**src/rtl/pt_walk_pkg.sv**
```systemverilog
package pt_walk_pkg;

  // Kind field held in the two lowest bits of every table word
  typedef enum logic [1:0] {
    KIND_INVALID = 2'd0,
    KIND_POINTER = 2'd1,
    KIND_LEAF    = 2'd2,
    KIND_RSVD    = 2'd3
  } ent_kind_e;

  // What the walker does with a fetched word
  typedef enum logic [1:0] {
    ACT_DESCEND = 2'd0,
    ACT_LEAF    = 2'd1,
    ACT_FAULT   = 2'd2
  } walk_act_e;

  typedef enum logic [1:0] {
    ST_IDLE = 2'd0,
    ST_WAIT = 2'd1,
    ST_RESP = 2'd2
  } walk_state_e;

endpackage

```
**src/rtl/pt_entry_classify.sv**
```systemverilog
module pt_entry_classify
  import pt_walk_pkg::*;
(
  input  logic [1:0] kind_bits_i,
  input  logic [1:0] lvl_i,
  output walk_act_e  act_o
);

  localparam logic [1:0] LAST_LVL = 2'd3;

  ent_kind_e kind;
  assign kind = ent_kind_e'(kind_bits_i);

  always_comb begin
    unique case (kind)
      KIND_POINTER: act_o = (lvl_i == LAST_LVL) ? ACT_FAULT : ACT_DESCEND;
      KIND_LEAF:    act_o = (lvl_i == 2'd0)     ? ACT_FAULT : ACT_LEAF;
      default:      act_o = ACT_FAULT;
    endcase
  end

endmodule

```
**src/rtl/pt_addr_gen.sv**
```systemverilog
module pt_addr_gen #(
  parameter int AW     = 32,
  parameter int CTX_W  = 8,
  parameter int L1_W   = 8,
  parameter int L2_W   = 6,
  parameter int L3_W   = 6,
  parameter int FLAG_W = 8
) (
  input  logic [AW-1:0]                ctx_base_i,
  input  logic [CTX_W-1:0]             ctx_i,
  input  logic [AW-FLAG_W-1:0]         tbl_hi_i,
  input  logic [L1_W+L2_W+L3_W-1:0]    vpn_i,
  input  logic [1:0]                   next_lvl_i,
  output logic [AW-1:0]                ctx_addr_o,
  output logic [AW-1:0]                tbl_addr_o
);

  localparam int VPN_W  = L1_W + L2_W + L3_W;
  localparam int WORD_SH = 2;

  logic [AW-1:0] idx;
  logic [AW-1:0] tbl_base;

  always_comb begin
    unique case (next_lvl_i)
      2'd1:    idx = AW'(vpn_i[VPN_W-1 -: L1_W]);
      2'd2:    idx = AW'(vpn_i[L3_W +: L2_W]);
      default: idx = AW'(vpn_i[L3_W-1:0]);
    endcase
  end

  assign tbl_base   = {tbl_hi_i, {FLAG_W{1'b0}}};
  assign tbl_addr_o = tbl_base + (idx << WORD_SH);
  assign ctx_addr_o = ctx_base_i + (AW'(ctx_i) << WORD_SH);

endmodule

```
**src/rtl/pt_ppn_compose.sv**
```systemverilog
module pt_ppn_compose #(
  parameter int PPN_W = 24,
  parameter int L2_W  = 6,
  parameter int L3_W  = 6
) (
  input  logic [PPN_W-1:0]     leaf_ppn_i,
  input  logic [L2_W+L3_W-1:0] vpn_lo_i,
  input  logic [1:0]           lvl_i,
  output logic [PPN_W-1:0]     ppn_o
);

  localparam int LO_W = L2_W + L3_W;

  // Bits below a level's reach come from the virtual page number
  for (genvar b = 0; b < PPN_W; b++) begin : g_bit
    if (b < L3_W) begin : g_l3
      assign ppn_o[b] = (lvl_i == 2'd3) ? leaf_ppn_i[b] : vpn_lo_i[b];
    end else if (b < LO_W) begin : g_l2
      assign ppn_o[b] = (lvl_i >= 2'd2) ? leaf_ppn_i[b] : vpn_lo_i[b];
    end else begin : g_hi
      assign ppn_o[b] = leaf_ppn_i[b];
    end
  end

endmodule

```
**src/rtl/pt_walker.sv**
```systemverilog
module pt_walker
  import pt_walk_pkg::*;
#(
  parameter int AW     = 32,
  parameter int CTX_W  = 8,
  parameter int L1_W   = 8,
  parameter int L2_W   = 6,
  parameter int L3_W   = 6,
  parameter int FLAG_W = 8
) (
  input  logic                       clk,
  input  logic                       rst,
  input  logic [AW-1:0]              ctx_base,
  input  logic                       miss_valid,
  input  logic [CTX_W-1:0]           miss_ctx,
  input  logic [L1_W+L2_W+L3_W-1:0]  miss_vpn,
  output logic                       busy,
  output logic                       mem_req_valid,
  output logic [AW-1:0]              mem_req_addr,
  input  logic                       mem_rsp_valid,
  input  logic [AW-1:0]              mem_rsp_data,
  output logic                       done_valid,
  output logic                       done_fault,
  output logic [1:0]                 done_level,
  output logic [AW-FLAG_W-1:0]       done_ppn,
  output logic [FLAG_W-1:0]          done_flags
);

  localparam int VPN_W    = L1_W + L2_W + L3_W;
  localparam int PPN_W    = AW - FLAG_W;
  localparam int LO_W     = L2_W + L3_W;
  localparam int MAX_RD   = 4;
  localparam int CNT_W    = $clog2(MAX_RD + 1);

  walk_state_e        state_q;
  logic [VPN_W-1:0]   vpn_q;
  logic [1:0]         lvl_q;
  logic [CNT_W-1:0]   rd_cnt_q;

  logic [AW-1:0]      ctx_addr;
  logic [AW-1:0]      tbl_addr;
  logic [1:0]         next_lvl;
  walk_act_e          act;
  logic [PPN_W-1:0]   ppn_comb;

  assign next_lvl = lvl_q + 2'd1;

  pt_addr_gen #(
    .AW(AW), .CTX_W(CTX_W), .L1_W(L1_W), .L2_W(L2_W), .L3_W(L3_W), .FLAG_W(FLAG_W)
  ) u_addr (
    .ctx_base_i (ctx_base),
    .ctx_i      (miss_ctx),
    .tbl_hi_i   (mem_rsp_data[AW-1:FLAG_W]),
    .vpn_i      (vpn_q),
    .next_lvl_i (next_lvl),
    .ctx_addr_o (ctx_addr),
    .tbl_addr_o (tbl_addr)
  );

  pt_entry_classify u_cls (
    .kind_bits_i (mem_rsp_data[1:0]),
    .lvl_i       (lvl_q),
    .act_o       (act)
  );

  pt_ppn_compose #(
    .PPN_W(PPN_W), .L2_W(L2_W), .L3_W(L3_W)
  ) u_ppn (
    .leaf_ppn_i (mem_rsp_data[AW-1:FLAG_W]),
    .vpn_lo_i   (vpn_q[LO_W-1:0]),
    .lvl_i      (lvl_q),
    .ppn_o      (ppn_comb)
  );

  assign busy = (state_q != ST_IDLE);

  always_ff @(posedge clk) begin
    if (rst) begin
      state_q       <= ST_IDLE;
      vpn_q         <= '0;
      lvl_q         <= '0;
      rd_cnt_q      <= '0;
      mem_req_valid <= 1'b0;
      mem_req_addr  <= '0;
      done_valid    <= 1'b0;
      done_fault    <= 1'b0;
      done_level    <= '0;
      done_ppn      <= '0;
      done_flags    <= '0;
    end else begin
      mem_req_valid <= 1'b0;
      done_valid    <= 1'b0;
      unique case (state_q)
        ST_IDLE: begin
          if (miss_valid) begin
            vpn_q         <= miss_vpn;
            lvl_q         <= 2'd0;
            rd_cnt_q      <= CNT_W'(1);
            mem_req_addr  <= ctx_addr;
            mem_req_valid <= 1'b1;
            state_q       <= ST_WAIT;
          end
        end
        ST_WAIT: begin
          if (mem_rsp_valid) begin
            unique case (act)
              ACT_DESCEND: begin
                lvl_q         <= next_lvl;
                rd_cnt_q      <= rd_cnt_q + CNT_W'(1);
                mem_req_addr  <= tbl_addr;
                mem_req_valid <= 1'b1;
              end
              ACT_LEAF: begin
                done_valid <= 1'b1;
                done_fault <= 1'b0;
                done_level <= lvl_q;
                done_ppn   <= ppn_comb;
                done_flags <= mem_rsp_data[FLAG_W-1:0];
                state_q    <= ST_RESP;
              end
              default: begin
                done_valid <= 1'b1;
                done_fault <= 1'b1;
                done_level <= lvl_q;
                done_ppn   <= '0;
                done_flags <= '0;
                state_q    <= ST_RESP;
              end
            endcase
          end
        end
        default: state_q <= ST_IDLE;
      endcase
    end
  end


  result_while_busy_chk: assert property (@(posedge clk) disable iff (rst)
    done_valid |-> busy);


  done_single_pulse_chk: assert property (@(posedge clk) disable iff (rst)
    done_valid |=> !done_valid);


  read_budget_chk: assert property (@(posedge clk) disable iff (rst)
    mem_req_valid |-> (rd_cnt_q >= CNT_W'(1) && rd_cnt_q <= CNT_W'(MAX_RD)));


  reads_match_level_chk: assert property (@(posedge clk) disable iff (rst)
    done_valid |-> (rd_cnt_q == CNT_W'(done_level) + CNT_W'(1)));


  fault_clears_payload_chk: assert property (@(posedge clk) disable iff (rst)
    (done_valid && done_fault) |-> (done_ppn == '0 && done_flags == '0));


  no_leaf_at_root_chk: assert property (@(posedge clk) disable iff (rst)
    (done_valid && !done_fault) |-> (done_level != 2'd0));


  region_passthru_chk: assert property (@(posedge clk) disable iff (rst)
    (done_valid && !done_fault && done_level == 2'd1) |-> (done_ppn[LO_W-1:0] == vpn_q[LO_W-1:0]));


  one_outstanding_chk: assert property (@(posedge clk) disable iff (rst)
    mem_req_valid |=> !mem_req_valid);

endmodule

```
**config.mk**
```make
export PLATFORM = sky130hd
export DESIGN_NAME = pt_walker
export DESIGN_NICKNAME = d
export VERILOG_FILES = /design/src/rtl/pt_walk_pkg.sv /design/src/rtl/pt_entry_classify.sv /design/src/rtl/pt_addr_gen.sv /design/src/rtl/pt_ppn_compose.sv /design/src/rtl/pt_walker.sv
export SDC_FILE = /design/constraint.sdc
export NUM_CORES = 1
export LEC_CHECK = 0
export BUFFER_PORTS_ARGS = -buffer_cell sky130_fd_sc_hd__buf_2
export CAP_MARGIN = 0
export CELL_PAD_IN_SITES_DETAIL_PLACEMENT = 0
export CELL_PAD_IN_SITES_GLOBAL_PLACEMENT = 1
export CORE_ASPECT_RATIO = 1.1
export CORE_MARGIN = 2
export CORE_UTILIZATION = 33
export DETAILED_ROUTE_END_ITERATION = 10
export GPL_ROUTABILITY_DRIVEN = 0
export HOLD_SLACK_MARGIN = 0.1
export PLACE_DENSITY = 0.73
export SYNTH_ARGS = -nofsm -noshare
export SYNTH_HDL_FRONTEND = slang
export SYNTH_SLANG_ARGS = --single-unit
```
**constraint.sdc**
```tcl
create_clock -name clk -period 2.6 [get_ports clk]
set_input_delay 0.13 -clock clk [delete_from_list [all_inputs] [get_ports clk]]
set_output_delay 0.13 -clock clk [all_outputs]
set_load 0.01 [all_outputs]
```
==> metrics.txt, run 1 <==
Synth Area in Adders 5.18%; DPL Wire Length about 12 mm; worst slew pin tran about 700 ps; number of flops mapped to enable cells by yosys 0; chip width approximately 120 µm; Top FF cell, synth dfxtp_1; Most Frequent Cell on Critical Path ha_2; CTS Buf Count 9; largest net degree at the start of global routing 38; starting density of the core between 30% and 40%; Reg power frac between 40% and 50%; fin crit share between 90% and 100%; crit-path max FO 7; Row Count between 40 and 50; register area share after synthesis a little under two fifths; first-pass GRT wire length 25.6 mm; placed cell count ~920; design area 6700 µm²; Yosys top cell area share between 30% and 40%; mux contribution to synthesized area 2.67%; clock sinks 93; Max VDD drop ~0.30 mV; remaining global-route overflow 0; YS warnings 0; CP Data Required Time roughly 2800 ps; main combinational cell family by area after synthesis compound AO/OA/AOI/OAI gates; die height around 130 µm; H-tree depth 3; top cell type by total area after synthesis dfxtp_1; Worst-path clk slew approximately 60 ps; core area ~14000 µm²; Post-synth ARST share 0%; Mapped Cells 573; Gate power share ~25%; max_slew headroom a little over half; CTS tree built; nets about 900; DRT antenna net count 0; pwr/cell area roughly 570 nW/µm²; Lkg Pwr 2.91 nW; Worst setup EP type flop; Synth Area in XOR/XNOR around 8.4%; critical path type reg2reg; f_max about 0.42 GHz; maximum root-to-sink buffer count 2; critical path arrival around 2600 ps; die area roughly 16000 µm²; Net Switching roughly 1.2 mW; fin crit period around 2400 ps; final slew viol count 0; leading cell type in the layout, fill and taps excluded buf_2; Final Hold Vio Count 0; sw frac 30.4%; syn_area_per_cell about 8.5 µm²; initial antenna violation count 0; DRT Pass-1 Iters 4; Fin Clk Skew about 7.8 ps; Pint 2.67 mW; post-synthesis cell type count 58; WL per Instance about 16 µm; total design power 3.84 mW; CP max-delay cell fa_2; clock power share roughly a third; Seq cells post-synth 93; CP max stage delay 440 ps; final WL 15.9 mm; clk root buf clkbuf_16; run status completed; main area contributors after synthesis dfxtp_1, nand2_1, a21oi_1, ha_1, xnor2_1; vias in the first global route a little under 5000; synthesized cell area around 4900 µm²; compound-gate portion of the synthesized area 22.2%; Startpoint Class flop; GRT Overall Usage 20.1%; Post-Synth Simple-Gate Area 20.1%; via count just under 5000; io pins about 170; commonest cells after routing, fill and taps aside buf_2, dfxtp_1, nand2_1, a21oi_1, dlygate4sd3_1; Via density just over 5; drt initial violations about 280; maxcap violations 0; diode count 0; Top delay family on crit path adder cells; layout cells sized above 1 between 20% and 30%; Clock Latency Late Sink ~330 ps; Area Overhead vs Synth 37.2%; HP Class in2reg; crit-path cells inv_2, ha_2, and2_1, ha_2, inv_1, fa_2, nor4_4, buf_6, nand3_1, xnor2_1, a32oi_1, o21ai_1; RSZ-0062 raised after global routing no; syn nets approximately 700; DRC violations left 0; placed instance area between 5000 and 6000 µm²; Setup violations, final 0; Port Buf Inserts ~170; Critical path buffers and inverters 3; Cell Count, Final, Fillers Out between 900 and 1000
==> cells by family (layout without fill, tap and decap cells) <==
group           after synthesis  in the layout
mux                          13             13
simple gates                203            203
compound gates              159            159
fa+ha+maj                    19             19
buf+inv                      39            249
flops                        93             93
xor+xnor                     47             47
==> cell usage after synthesis (all sizes together), types with 3 or more instances <==
library cell / n
clkbuf: 19
and2: 3
xnor2: 24
and4: 5
a21oi: 48
or2: 3
o211ai: 5
a31oi: 3
nand4: 5
nor3: 13
nor4: 3
ha: 17
a211oi: 14
a2111oi: 3
a22o: 19
o21ai: 29
nand3: 27
xor2: 23
a22oi: 8
and3: 6
a21o: 7
buf: 12
nor2: 40
o22ai: 10
dfxtp: 93
nand2: 88
mux2i: 13
inv: 8
==> layer usage <==
metal	vias up	part of all wire (%)	track usage (%)	routed length, µm
met1	2297	47	27.2	7460
met3	14	4.4	3.08	698
met5	-	0	0	0
met4	0	1.1	5.03	182
met2	144	48	33.2	7590
li1	2459	-	-	-
==> path summary, 6_finish.rpt <==
path	startpoint	end	slack, ps	depth (start not counted)
worst max-delay path	lvl_q[1]	mem_req_addr[22]	200	12
worst min-delay path	mem_rsp_data[24]	done_ppn[16]	110	2
worst max register to register	lvl_q[1]	mem_req_addr[22]	200	12
worst min register to register	done_ppn[6]	done_ppn[6]	440	2
==> cell type report <==
| type | instances | area [µm²] |
|---|---|---|
| Timing Repair Buffer | 226 | 1400 |
| Multi-Input combinational cell | 441 | 2880 |
| Sequential cell | 93 | 1860 |
| Clock buffer | 14 | 274 |
| Fill cell | 1455 | 7750 |
| Clock inverter | 1 | 5.00 |
| Tap cell | 192 | 240 |
| Inverter | 8 | 30.0 |
==> per-stage QoR <==
| stage | utilization (%) | TNS (ps) | hold slack, ps | setup WS [ps] |
|---|---|---|---|---|
| after detailed placement | 41.5 | -14.0 | 345 | -14.0 |
| after global placement | 41.5 | 0 | 341 | 65.9 |
| after floorplan | - | 0 | 214 | 5.17 |
| after global routing | 46.3 | 0 | 116 | 4.06 |
| after CTS | 46.2 | 0 | 100 | 55.4 |
| final | 46.3 | 0 | 106 | 198 |
==> power by group through the flow <==
stage / sequential, mW / combinational [mW] / clock [mW]
2_1_floorplan: 1.67 / 0.499 / 0
3_3_place_gp: 1.65 / 0.909 / 0
3_5_place_dp: 1.65 / 0.928 / 0
4_1_cts: 1.62 / 0.979 / 1.27
5_1_grt: 1.63 / 1.08 / 1.33
6_report: 1.62 / 0.978 / 1.25
==> registers in the layout (all words and copies together), names as in the netlist <==
signal,count
mem_req_addr,32
done_ppn,24
vpn_q,20
done_flags,8
done_level,2
lvl_q,2
state_q,2
done_fault,1
done_valid,1
mem_req_valid,1
==> timing repair <==
| item | 4_1_cts | 5_1_grt |
|---|---|---|
| buffers inserted | 1 | 0 |
| endpoints found under the setup margin | 2 | 28 |
| gates resized for setup | 1 | 7 |
| hold buffers | 40 | 0 |
| pin swaps | 1 | 4 |
| hold endpoints to repair | 40 | 0 |
Note: power is estimated with default switching activity, not from simulation.
==> inputs of run 2 (changes only) <==
- ABC_AREA: default -> 1
- PLACE_DENSITY: 0.73 -> 0.75
==> metrics.txt, run 2 <==
critical path arrival roughly 2600 ps; crit path launch lvl_q[1]; Fin Clk Skew between 7 and 8 ps; syn_area_per_cell 6.36 µm²; maxcap violations 0; Most Frequent Cell on Critical Path nand2_1; vias in the first global route 5850; Yosys top cell area share between 30 and 40%; clock sinks 93; drt initial violations around 320; starting density of the core between 30% and 40%; Max VDD drop between 0.2 and 0.3 mV; Post-synth ARST share 0%; CP max-delay cell dfxtp_1; via count about 6400; Clock Latency Late Sink ~350 ps; Via density 4.79; DPL Wire Length between 15 and 20 mm; cell with the most instances after synthesis nand2_1; crit-path max FO 8; DRT antenna net count 0; Worst-path clk slew about 70 ps; syn nets around 1000; Seq cells post-synth 93; initial antenna violation count 0; number of flops mapped to enable cells by yosys 0; Area Overhead vs Synth 27.9%; critical path type reg2reg; main area contributors after synthesis dfxtp_1, nand2_1, nand3_1, nor2_1, o21ai_0; worst slew pin tran 499 ps; CP Data Required Time approximately 2900 ps; io pins roughly 170; CP max stage delay 400 ps; DRC violations left 0; RSZ-0062 raised after global routing no; YS warnings 0; total design power roughly 3.9 mW; Startpoint Class flop; clk root buf clkbuf_16; H-tree depth 3; Final Hold Vio Count 0; CTS Buf Count 9; CTS tree built; leading cell type in the layout, fill and taps excluded nand2_1; GRT Overall Usage 21.1%; biggest regs mem_req_addr: 32 flops, done_ppn: 24 flops, vpn_q: 20 flops; DRT Pass-1 Iters 4; HP Class in2reg; largest net degree at the start of global routing 82; final WL between 15 and 20 mm; first-pass GRT wire length 30.8 mm; Lkg Pwr 3.75 nW; top cell type by total area after synthesis dfxtp_1; commonest cells after routing, fill and taps aside nand2_1, buf_2, nand3_1, nor2_1, dfxtp_1; crit-path cells inv_1, ha_1, buf_4, nand2_1, inv_1, ha_1, nand3_1, nand2_2, nand2_2, nor2_2, xor2_1, nand2_1, nand2_1, a21oi_1, nor2_1; Largest Register mem_req_addr; Worst setup EP type flop; diode count 0; remaining global-route overflow 0; final slew viol count 0; register area share after synthesis approximately a third; run status completed; placed instance area ~6800 µm²; post-synthesis cell type count 42; chip width roughly 130 µm; pwr/cell area approximately 530 nW/µm²; setup TNS 0 ps; Top FF cell, synth dfxtp_1; synthesized cell area 5810 µm²; Row Count 50; Post-synth top cells nand2_1, nand3_1, nor2_1, dfxtp_1, inv_1; Port Buf Inserts between 150 and 200; max_slew headroom approximately two thirds; core area between 15000 and 20000 µm²; die height roughly 140 µm; die area around 19000 µm²; maximum root-to-sink buffer count 2; nets around 1200; Setup Buffers After CTS 0; f_max about 0.43 GHz; Mapped Cells around 910; hold_sp miss_vpn[10]; fin crit period ~2300 ps; layout cells sized above 1 between 10% and 20%; # fillers slightly below 2000; WL per Instance between 10 and 15 µm; WHS around 80 ps; fin crit share roughly 90%; design area between 7000 and 8000 µm²; number of flip-flops in the largest register 32; Setup violations, final 0; worst flop-to-flop path startpoint lvl_q[1]
[run 2: area by class of cell]
class | count | area [µm²] | share of cell area, %
clock buffer | 10 | 229 | 3.08
clock inverter | 6 | 68.8 | 0.926
multi-input combinational | 692 | 3400 | 45.8
tap | 234 | 293 | 3.94
inverter | 95 | 359 | 4.83
timing repair buffer | 205 | 1220 | 16.4
sequential | 93 | 1860 | 25.1
[run 2: worst max-delay path: cells and delay by family (launching register included)]
family	cells	cell delay, ps
AND/OR/NAND/NOR	8	810
adder cells (fa/ha/maj)	2	480
flip-flops	1	400
buffers and inverters	3	350
XOR/XNOR	1	170
AO/OA/AOI/OAI	1	40
[run 2: what timing repair did]
| item | 4_1_cts | 5_1_grt |
|---|---|---|
| endpoints found under the hold margin | 32 | 0 |
| endpoints found under the setup margin | 0 | 3 |
| hold buffers | 32 | 0 |
| gates resized for setup | 0 | 2 |
[run 2: power breakdown]
group,internal [mW],leakage (nW),switching (mW)
Combinational,0.353,2.84,0.612
Sequential,1.53,0.762,0.0712
Clock,0.755,0.144,0.588
Total,2.64,3.75,1.27
[run 2: per-stage QoR]
step	instances	util [%]	worst slack, ps
6_report	1335	43.4	278
5_1_grt	1335	43.4	54.1
4_1_cts	1335	43.3	185
3_5_place_dp	1287	39.7	206
3_3_place_gp	1287	39.7	236
2_1_floorplan	914	-	205
[run 2: cells by family (layout without fill, tap and decap cells)]
| kind of cell | Yosys count | in the layout | synth area share [%] |
|---|---|---|---|
| AND/OR/NAND/NOR | 504 | 504 | 37.9 |
| AO/OA/AOI/OAI | 159 | 159 | 14.6 |
| buffers and inverters | 129 | 316 | 9.58 |
| flip-flops | 93 | 93 | 32.0 |
| adder cells (fa/ha/maj) | 19 | 19 | 4.35 |
| XOR/XNOR | 10 | 10 | 1.51 |
[run 2: metal layers]
metal / share of wire [%] / track usage (%)
met5: 0 / 0
met4: 1.6 / 5.82
met3: 5.2 / 2.44
met2: 45 / 33.7
met1: 48 / 30.0
[run 2: path summary, 6_finish.rpt]
path | endpoint | slack (ps) | cells after the start
worst max-delay path | mem_req_addr[23] | 280 | 15
worst min-delay path | vpn_q[10] | 80 | 3
worst max register to register | mem_req_addr[23] | 280 | 15
worst min register to register | done_ppn[9] | 460 | 2
